==> src/rtl/vliw_issue_pkg.sv <==
package vliw_issue_pkg;
  typedef enum logic {
    ST_IDLE = 1'b0,
    ST_BUSY = 1'b1
  } issue_state_e;
endpackage

==> src/rtl/vliw_slot_decode.sv <==
module vliw_slot_decode #(
  parameter int NUM_SLOTS = 4,
  parameter int SLOT_W    = 32
) (
  input  logic [NUM_SLOTS*SLOT_W-1:0] bundle_i,
  output logic [NUM_SLOTS-1:0]        live_o
);
  for (genvar s = 0; s < NUM_SLOTS; s++) begin : g_slot
    // all-zero field is a NOP
    assign live_o[s] = |bundle_i[s*SLOT_W +: SLOT_W];
  end
endmodule

==> src/rtl/vliw_slot_tracker.sv <==
module vliw_slot_tracker #(
  parameter int NUM_SLOTS = 4
) (
  input  logic                 clk_i,
  input  logic                 rst_ni,
  input  logic                 load_i,
  input  logic [NUM_SLOTS-1:0] live_i,
  input  logic [NUM_SLOTS-1:0] done_i,
  output logic [NUM_SLOTS-1:0] pending_o,
  output logic                 clear_o
);
  logic [NUM_SLOTS-1:0] pending_q;

  for (genvar s = 0; s < NUM_SLOTS; s++) begin : g_slot
    always_ff @(posedge clk_i or negedge rst_ni) begin
      if (!rst_ni)         pending_q[s] <= 1'b0;
      else if (load_i)     pending_q[s] <= live_i[s];
      else if (done_i[s])  pending_q[s] <= 1'b0;
    end

    AST_PENDING_DROPS: assert property (@(posedge clk_i) disable iff (!rst_ni)
      (pending_q[s] && done_i[s] && !load_i) |=> !pending_q[s]);
    AST_STRAY_DONE_IDLE: assert property (@(posedge clk_i) disable iff (!rst_ni)
      (!pending_q[s] && !load_i) |=> !pending_q[s]);
  end

  assign pending_o = pending_q;
  // finished once nothing remains that this cycle's done does not cover
  assign clear_o   = ~|(pending_q & ~done_i);
endmodule

==> src/rtl/vliw_stall_counter.sv <==
module vliw_stall_counter #(
  parameter int CNT_W = 16
) (
  input  logic             clk_i,
  input  logic             rst_ni,
  input  logic             stall_i,
  output logic [CNT_W-1:0] count_o
);
  localparam logic [CNT_W-1:0] CntMax = '1;

  logic [CNT_W-1:0] cnt_q;

  always_ff @(posedge clk_i or negedge rst_ni) begin
    if (!rst_ni)                         cnt_q <= '0;
    else if (stall_i && cnt_q != CntMax) cnt_q <= cnt_q + 1'b1;
  end

  assign count_o = cnt_q;

  AST_STALL_STEP: assert property (@(posedge clk_i) disable iff (!rst_ni)
    (stall_i && cnt_q != CntMax) |=> (cnt_q == $past(cnt_q) + 1'b1));
  AST_STALL_HOLD: assert property (@(posedge clk_i) disable iff (!rst_ni)
    (!stall_i || cnt_q == CntMax) |=> $stable(cnt_q));
endmodule

==> src/rtl/vliw_issue_unit.sv <==
module vliw_issue_unit
  import vliw_issue_pkg::*;
#(
  parameter int NUM_SLOTS = 4,
  parameter int SLOT_W    = 32,
  parameter int CNT_W     = 16,
  localparam int BUNDLE_W = NUM_SLOTS * SLOT_W
) (
  input  logic                 clk_i,
  input  logic                 rst_ni,
  input  logic [BUNDLE_W-1:0]  bundle_i,
  input  logic                 bundle_valid_i,
  output logic                 bundle_ready_o,
  input  logic [NUM_SLOTS-1:0] fu_done_i,
  output logic [NUM_SLOTS-1:0] fu_issue_o,
  output logic [BUNDLE_W-1:0]  fu_op_o,
  output logic                 retire_o,
  output logic [CNT_W-1:0]     stall_cnt_o
);
  issue_state_e         state_q, state_d;
  logic [NUM_SLOTS-1:0] live, pending, issue_q;
  logic [BUNDLE_W-1:0]  op_q;
  logic                 accept, all_clear, retire_q;

  assign bundle_ready_o = (state_q == ST_IDLE);
  assign accept         = bundle_valid_i && bundle_ready_o;

  vliw_slot_decode #(.NUM_SLOTS(NUM_SLOTS), .SLOT_W(SLOT_W)) u_decode (
    .bundle_i (bundle_i),
    .live_o   (live)
  );

  vliw_slot_tracker #(.NUM_SLOTS(NUM_SLOTS)) u_tracker (
    .clk_i     (clk_i),
    .rst_ni    (rst_ni),
    .load_i    (accept),
    .live_i    (live),
    .done_i    (fu_done_i),
    .pending_o (pending),
    .clear_o   (all_clear)
  );

  vliw_stall_counter #(.CNT_W(CNT_W)) u_stall (
    .clk_i   (clk_i),
    .rst_ni  (rst_ni),
    .stall_i (bundle_valid_i && !bundle_ready_o),
    .count_o (stall_cnt_o)
  );

  always_comb begin
    state_d = state_q;
    unique case (state_q)
      ST_IDLE: if (accept)    state_d = ST_BUSY;
      ST_BUSY: if (all_clear) state_d = ST_IDLE;
      default:                state_d = ST_IDLE;
    endcase
  end

  always_ff @(posedge clk_i or negedge rst_ni) begin
    if (!rst_ni) begin
      state_q  <= ST_IDLE;
      issue_q  <= '0;
      op_q     <= '0;
      retire_q <= 1'b0;
    end else begin
      state_q  <= state_d;
      issue_q  <= accept ? live : '0;
      retire_q <= (state_q == ST_BUSY) && all_clear;
      if (accept) op_q <= bundle_i;
    end
  end

  assign fu_issue_o = issue_q;
  assign fu_op_o    = op_q;
  assign retire_o   = retire_q;

  AST_ISSUE_AFTER_ACCEPT: assert property (@(posedge clk_i) disable iff (!rst_ni)
    (|fu_issue_o) |-> $past(bundle_valid_i && bundle_ready_o));
  AST_LOCKSTEP_HOLD: assert property (@(posedge clk_i) disable iff (!rst_ni)
    (|pending) |-> !bundle_ready_o);
  AST_RETIRE_PULSE: assert property (@(posedge clk_i) disable iff (!rst_ni)
    retire_o |=> !retire_o);
  AST_RETIRE_READY: assert property (@(posedge clk_i) disable iff (!rst_ni)
    retire_o |-> bundle_ready_o);
  AST_OP_FROZEN: assert property (@(posedge clk_i) disable iff (!rst_ni)
    !bundle_ready_o |=> $stable(fu_op_o));

  for (genvar s = 0; s < NUM_SLOTS; s++) begin : g_nop_chk
    AST_NOP_SILENT: assert property (@(posedge clk_i) disable iff (!rst_ni)
      fu_issue_o[s] |-> (fu_op_o[s*SLOT_W +: SLOT_W] != '0));
  end
endmodule

==> config.mk <==
export PLATFORM = sky130hd
export DESIGN_NAME = vliw_issue_unit
export DESIGN_NICKNAME = d
export VERILOG_FILES = /design/src/rtl/vliw_issue_pkg.sv /design/src/rtl/vliw_slot_decode.sv /design/src/rtl/vliw_slot_tracker.sv /design/src/rtl/vliw_stall_counter.sv /design/src/rtl/vliw_issue_unit.sv
export SDC_FILE = /design/constraint.sdc
export NUM_CORES = 1
export LEC_CHECK = 0
export BUFFER_PORTS_ARGS = -buffer_cell sky130_fd_sc_hd__buf_2
export CELL_PAD_IN_SITES_DETAIL_PLACEMENT = 0
export CELL_PAD_IN_SITES_GLOBAL_PLACEMENT = 1
export CORE_UTILIZATION = 34
export DETAILED_ROUTE_END_ITERATION = 8
export PLACE_DENSITY = 0.74
export RECOVER_POWER = 100
export SYNTH_ARGS = -nofsm -noshare
export SYNTH_HDL_FRONTEND = slang
export SYNTH_HIERARCHICAL = 1
export SYNTH_SLANG_ARGS = --single-unit
==> constraint.sdc <==
create_clock -name clk_i -period 1.8 [get_ports clk_i]
set_clock_uncertainty 0.2 [all_clocks]
set_input_delay 0 -clock clk_i [delete_from_list [all_inputs] [get_ports clk_i]]
set_output_delay 0 -clock clk_i [all_outputs]
set_load 0.01 [all_outputs]
After elaboration in Yosys (flattened, before gate mapping). Cells that the tools add are included.

Flip-flop bits (word level): 154. Latch bits: 0. Memory bits (writable): 0. ROM bits: 0. Input port bits: 135. Output and inout port bits: 150. Logic and storage cells: 40. Memories: 0.

Add/subtract/negate cells: 1. Multiply operators: 0. Div/mod/pow operators: 0. Order comparisons: 0. Equal/unequal tests: 1. Shift-type cells: 0. Multiplexer cells: 12. Bitwise logic cells: 3. Reductions and logical operators: 14.

Operator list (count): OR reduction 32 bit (4); adder 16 x 1 -> 16 bit (second input constant) (1); != test 16 bit (second input constant) (1); two-way mux 1 bit (10); nonzero test 2 bit (4); bitwise AND 4 bit (1); logical AND 1 bit (4); two-way mux 4 bit (1); NOT 4 bit (1); OR reduction 4 bit (1); case mux 1 bit (2 select lines) (1); logical NOT 1 bit (1); NOT 1 bit (1).

Logic depth before layout (Yosys ltp).
Word-level depth: 5. Mapped depth: 6. Depth with buffers taken out: 5.

Cells and area by module. The synthesis kept the hierarchy.

By module, submodules not included: vliw_issue_unit (instances 1, cells each 287, area an instance 5247.5 um2, sequential area each 3353.2 um2); vliw_stall_counter (instances 1, cells each 77, area an instance 884.6 um2, sequential area each 400.4 um2); vliw_slot_decode (instances 1, cells each 44, area an instance 300.3 um2, sequential area each 0.0 um2); vliw_slot_tracker (instances 1, cells each 13, area an instance 183.9 um2, sequential area each 100.1 um2).

Worst setup path after synthesis. No wires, ideal clock.

Path kind: flip-flop to flip-flop. From: register u_stall.cnt_q[0] (netlist: u_stall/count_o[0]). To: register u_stall.cnt_q[14] (netlist: u_stall/count_o[14]). Library setup time: 0.128 ns. Arrival: 1.460 ns. Required time: 1.472 ns. Slack: 0.012 ns. Stages on the path, launching flop included: 6. Buffers on the path: 0. Period minus slack after synthesis: 1.788 ns. Cells stage by stage: dfrtp_1 ha_1 nand2_1 nor4_2 nand4_1 xnor2_1.

Word-level cells in the longest chain between the ends: 2. Elaborated cells between the ends (all ways): 3. Classes of those cells: 1 x add/sub; 1 x eq/ne; 1 x reduce/logical.

RTL lines: from (decl) (line vliw_stall_counter.sv:11) `logic [CNT_W-1:0] cnt_q;`; from (signal assigned) (line vliw_stall_counter.sv:15) `else if (stall_i && cnt_q != CntMax) cnt_q <= cnt_q + 1'b1;`; branches (longest 2 deep; another with adder 16 x 1 -> 16 bit).

Several ways; the timed one is not identified. A chain may end at the register's enable or synchronous reset.

Worst setup path in the final report.
From: input bundle_i[105]. To: register u_tracker.pending_q[3] (netlist: u_tracker/pending_o[3]).

Word-level cells in the longest chain between the ends: 2.

RTL lines: from (decl) (line vliw_issue_unit.sv:11) `input logic [BUNDLE_W-1:0] bundle_i,`; OR reduction 32 bit (line vliw_slot_decode.sv:10) `assign live_o[s] = |bundle_i[s*SLOT_W +: SLOT_W];`; named net live[3] (line vliw_issue_unit.sv:21) `logic [NUM_SLOTS-1:0] live, pending, issue_q;`; two-way mux 1 bit (line vliw_slot_tracker.sv:17) `else if (load_i) pending_q[s] <= live_i[s];`; to (signal, indexed assignment) (line vliw_slot_tracker.sv:17); to (decl) (line vliw_slot_tracker.sv:12) `logic [NUM_SLOTS-1:0] pending_q;`.

The timed path passes the listed nets, and every way through them passes these cells.

==> results by stage <==
Outcome:
- The flow ran to the end, and the final reports show no timing, DRC or antenna violations.

Global routing:
- The number of global-route vias before repair is 5981.
- The first-pass GRT wire length is 30400 um.
- Global routing consumed, over all layers together, 19.6% of the routing resources.
- The initial antenna violation count is 0.
- After global routing the overflow that remains totals 0.
- The pin count of the biggest net entering global routing is 45.

STA:
- For the final routed database, the setup TNS stands at 0 ps.
- Based on the critical path, the design can be clocked at up to 0.566 GHz.
- The final max-slew violation count is 0.
- Setup violations remaining at the end of the flow were counted as 0.
- The number of hold-slack violations in the final timing report is 0.
- Setup repair after global routing left no endpoint under its margin.
- The slew at the pin closest to its max-slew limit is 434 ps.
- Hold is met by 163 ps.
- The part of the cycle the worst path needs is 98.1%.
- The worst slew slack as a fraction of its limit is 70.8%.
- The clock period could shrink to 1770 ps.

Cells and area:
- The number of diodes is 0.
- The number of nets in the layout is 1008.
- The layout has 1732 filler cells.
- The finished layout holds 1145 standard cells, fillers aside.
- The share of cells above drive strength 1 is 33.6%.
- The final design instance area without fill is 10100 um2.
- From synthesis to final layout, the design area changed by 52.2%.

Drt:
- For this run, the detailed router's first-pass iteration total came to 4.
- The first routing iteration left 128 violations.
- The detailed router placed 5344 vias in this run.
- After detailed routing, the average wire length per cell comes to 16.7 um.
- The residual DRC count is 0.
- The average via count per standard cell is 4.67.
- The post-route antenna net violation count is 0.
- The wire length after detailed routing is 19100 um.

Logic synthesis:
- The number of warning messages in the yosys log is 6.
- The sequential fraction of the synthesis area is 58.2%.
- The flip-flop and latch count after synthesis is 154.
- The mapped netlist covers 6620 um2.
- Yosys mapped the design onto 37 distinct sky130hd cell types.
- The number of enable flip-flop cells after synthesis is 0.
- The post-synthesis net count is 557.
- Synthesis handed over a netlist of 421 instances.
- The most used flip-flop cell after synthesis is sky130_fd_sc_hd__dfrtp_1.
- The share of synthesized registers carrying an async set or reset is 100%.
- The synthesized area per cell is 15.7 um2.

CTS:
- The clock tree from TritonCTS is yes.
- Clock latency on the worst-skew pair, taken at its later pin, is 410 ps.
- In this run the clock root is driven by a sky130_fd_sc_hd__clkbuf_16.
- The clock-pin slew reported for the worst setup and hold paths after clock tree synthesis is 60 ps.
- The clock passes through at most 2 buffers.
- The depth of the CTS H-tree is 4.
- The count of clock tree sinks is 154.
- The number of buffers created by CTS is 17.

Placement:
- The congestion estimate from routability-driven global placement came to 0.769.
- After legalization and detailed placement, the total HPWL measured 13000 um.
- In this run, placement finished with an instance count of 977.
- In this run the cell area measured after placement is 8540 um2.
- The number of port buffers is 284.

Floorplanning:
- The die is 142 um tall.
- The floorplan step defined a core boundary enclosing 18900 um2.
- The x dimension of the die is 142 um.
- In this run the core area contains 50 standard-cell rows.
- 285 I/O pins were placed.
- Once the floorplan was initialized, standard cells occupied 35.0% of the core.
- The full die area is 20000 um2.

Worst setup path:
- STA classifies the critical path endpoint as a flip-flop.
- The worst setup path is launched from an input pin.
- The data required time at the worst endpoint is 1900 ps.
- The data arrival time at the worst-slack endpoint is 1860 ps.
- The critical path class is in2reg.
- Of all nets on the critical path, the largest fanout is 2.

Pwr:
- The power density over cell area is 1510 nW/um2.
- Overall power consumption after layout is estimated at 0.0152 W.
- Summed over all cells, the static leakage comes to 4.34 nW.
- The largest voltage drop on the vdd net is 0.000827 V.

Run:
- Across the run, the number of max-cap violations was 0.

Worst hold path:
- The worst hold path class is in2reg.
-- report_power, final --
group          leakage [nW]  total [W]  switching [W]  internal [W]
Sequential             1.84    0.00602       0.000928       0.00509
Clock                 0.297    0.00387        0.00149       0.00238
Combinational          2.20    0.00527        0.00272       0.00255
Total                  4.34     0.0152        0.00514        0.0100
-- kinds of logic after synthesis --
kind of cell / after synthesis / synth area share, %
xor gates and xnor gates: 7 / 0.927
AOI/OAI and AO/OA: 13 / 1.55
DFF: 154 / 58.2
adders and majority gates: 1 / 0.189
buffers and inverters: 17 / 2.44
muxes: 134 / 26.6
and+or+nand+nor: 95 / 10.0
-- flip-flops by register name, indices dropped and copies added, names as in the netlist --
register	flops
fu_op_o	128
u_stall/count_o	16
fu_issue_o	4
u_tracker/pending_o	4
retire_o	1
state_q	1
-- through the flow --
stage          util, %  worst slack, ps
2_1_floorplan        -             12.1
3_3_place_gp      45.2             75.1
3_5_place_dp      45.2             15.0
4_1_cts           55.7             9.19
5_1_grt           53.3             5.64
6_report          53.3             34.1
-- routing by layer --
metal	track usage [%]	vias up	share of wire (%)
met3	5.16	46	6.2
li1	-	2476	-
met2	34.2	219	50
met4	9.11	0	3.1
met5	0	-	0
met1	22.4	2603	40
-- cell usage in the layout, fill, tap and decap left out, types with 5 or more instances in the layout --
master | netlist | final
sky130_fd_sc_hd__nor2_1 | 8 | 7
sky130_fd_sc_hd__nor4_2 | 5 | 5
sky130_fd_sc_hd__nand3_1 | 5 | 5
sky130_fd_sc_hd__mux2_1 | 0 | 53
sky130_fd_sc_hd__xnor2_1 | 5 | 5
sky130_fd_sc_hd__nor4_1 | 29 | 28
sky130_fd_sc_hd__clkbuf_16 | 0 | 17
sky130_fd_sc_hd__dlygate4sd3_1 | 0 | 135
sky130_fd_sc_hd__buf_4 | 0 | 9
sky130_fd_sc_hd__clkbuf_2 | 0 | 5
sky130_fd_sc_hd__clkbuf_1 | 1 | 152
sky130_fd_sc_hd__and2_1 | 6 | 5
sky130_fd_sc_hd__nand4_1 | 17 | 17
sky130_fd_sc_hd__dfrtp_1 | 154 | 151
sky130_fd_sc_hd__mux2_4 | 67 | 14
sky130_fd_sc_hd__buf_2 | 6 | 140
sky130_fd_sc_hd__mux2_2 | 67 | 67
-- worst max-delay path: stages --
cell                            delay [ps]
sky130_fd_sc_hd__dlygate4sd3_1         560
sky130_fd_sc_hd__clkbuf_1              120
sky130_fd_sc_hd__nor4_1                440
sky130_fd_sc_hd__nand4_1               180
sky130_fd_sc_hd__or2_1                 290
sky130_fd_sc_hd__mux2_2                270
-- synth_stat cells (3+ instances only) --
| cell type | number | share of area [%] |
|---|---|---|
| sky130_fd_sc_hd__and2_1 | 6 | 0.57 |
| sky130_fd_sc_hd__mux2_2 | 67 | 11 |
| sky130_fd_sc_hd__or2_1 | 4 | 0.38 |
| sky130_fd_sc_hd__dfrtp_1 | 154 | 58 |
| sky130_fd_sc_hd__nor4_1 | 29 | 2.7 |
| sky130_fd_sc_hd__buf_2 | 6 | 0.45 |
| sky130_fd_sc_hd__o21a_1 | 3 | 0.34 |
| sky130_fd_sc_hd__nand4_1 | 17 | 1.6 |
| sky130_fd_sc_hd__mux2_4 | 67 | 15 |
| sky130_fd_sc_hd__nand3_1 | 5 | 0.38 |
| sky130_fd_sc_hd__nand2_1 | 3 | 0.17 |
| sky130_fd_sc_hd__nor2b_1 | 4 | 0.38 |
| sky130_fd_sc_hd__xnor2_1 | 5 | 0.66 |
| sky130_fd_sc_hd__buf_8 | 6 | 1.4 |
| sky130_fd_sc_hd__nor4_2 | 5 | 0.95 |
| sky130_fd_sc_hd__nor2_1 | 8 | 0.45 |
| sky130_fd_sc_hd__buf_6 | 3 | 0.51 |
| sky130_fd_sc_hd__a21oi_1 | 3 | 0.23 |
-- path summary, 6_finish.rpt --
check	from	end	slack (ps)	depth (start not counted)
hold / removal	bundle_i[109]	fu_op_o[109]	160	3
min in group asynchronous	rst_ni	u_stall/count_o[5]	420	3
setup / recovery	bundle_i[105]	u_tracker/pending_o[3]	30	6
setup reg to reg	u_stall/count_o[8]	u_stall/count_o[1]	70	4
hold reg to reg	fu_op_o[76]	fu_op_o[76]	290	1
max in group asynchronous	rst_ni	fu_op_o[89]	200	4
-- area by class of cell --
class / instances / area [um2] / area share, %
sequential: 154 / 3860 / 38.3
multi-input combinational: 250 / 2440 / 24.2
inverter: 1 / 3.75 / 0.0373
tap: 260 / 325 / 3.23
timing repair buffer: 448 / 2810 / 27.9
clock inverter: 13 / 190 / 1.89
clock buffer: 19 / 443 / 4.40
-- timing repair --
action | CTS | global route
endpoints found under the setup margin | 0 | 12
hold buffers | 135 | 0
resized for setup | 0 | 9
buffers inserted | 0 | 1
endpoints found under the hold margin | 293 | 0
Note: power is estimated with default switching activity, not from simulation.
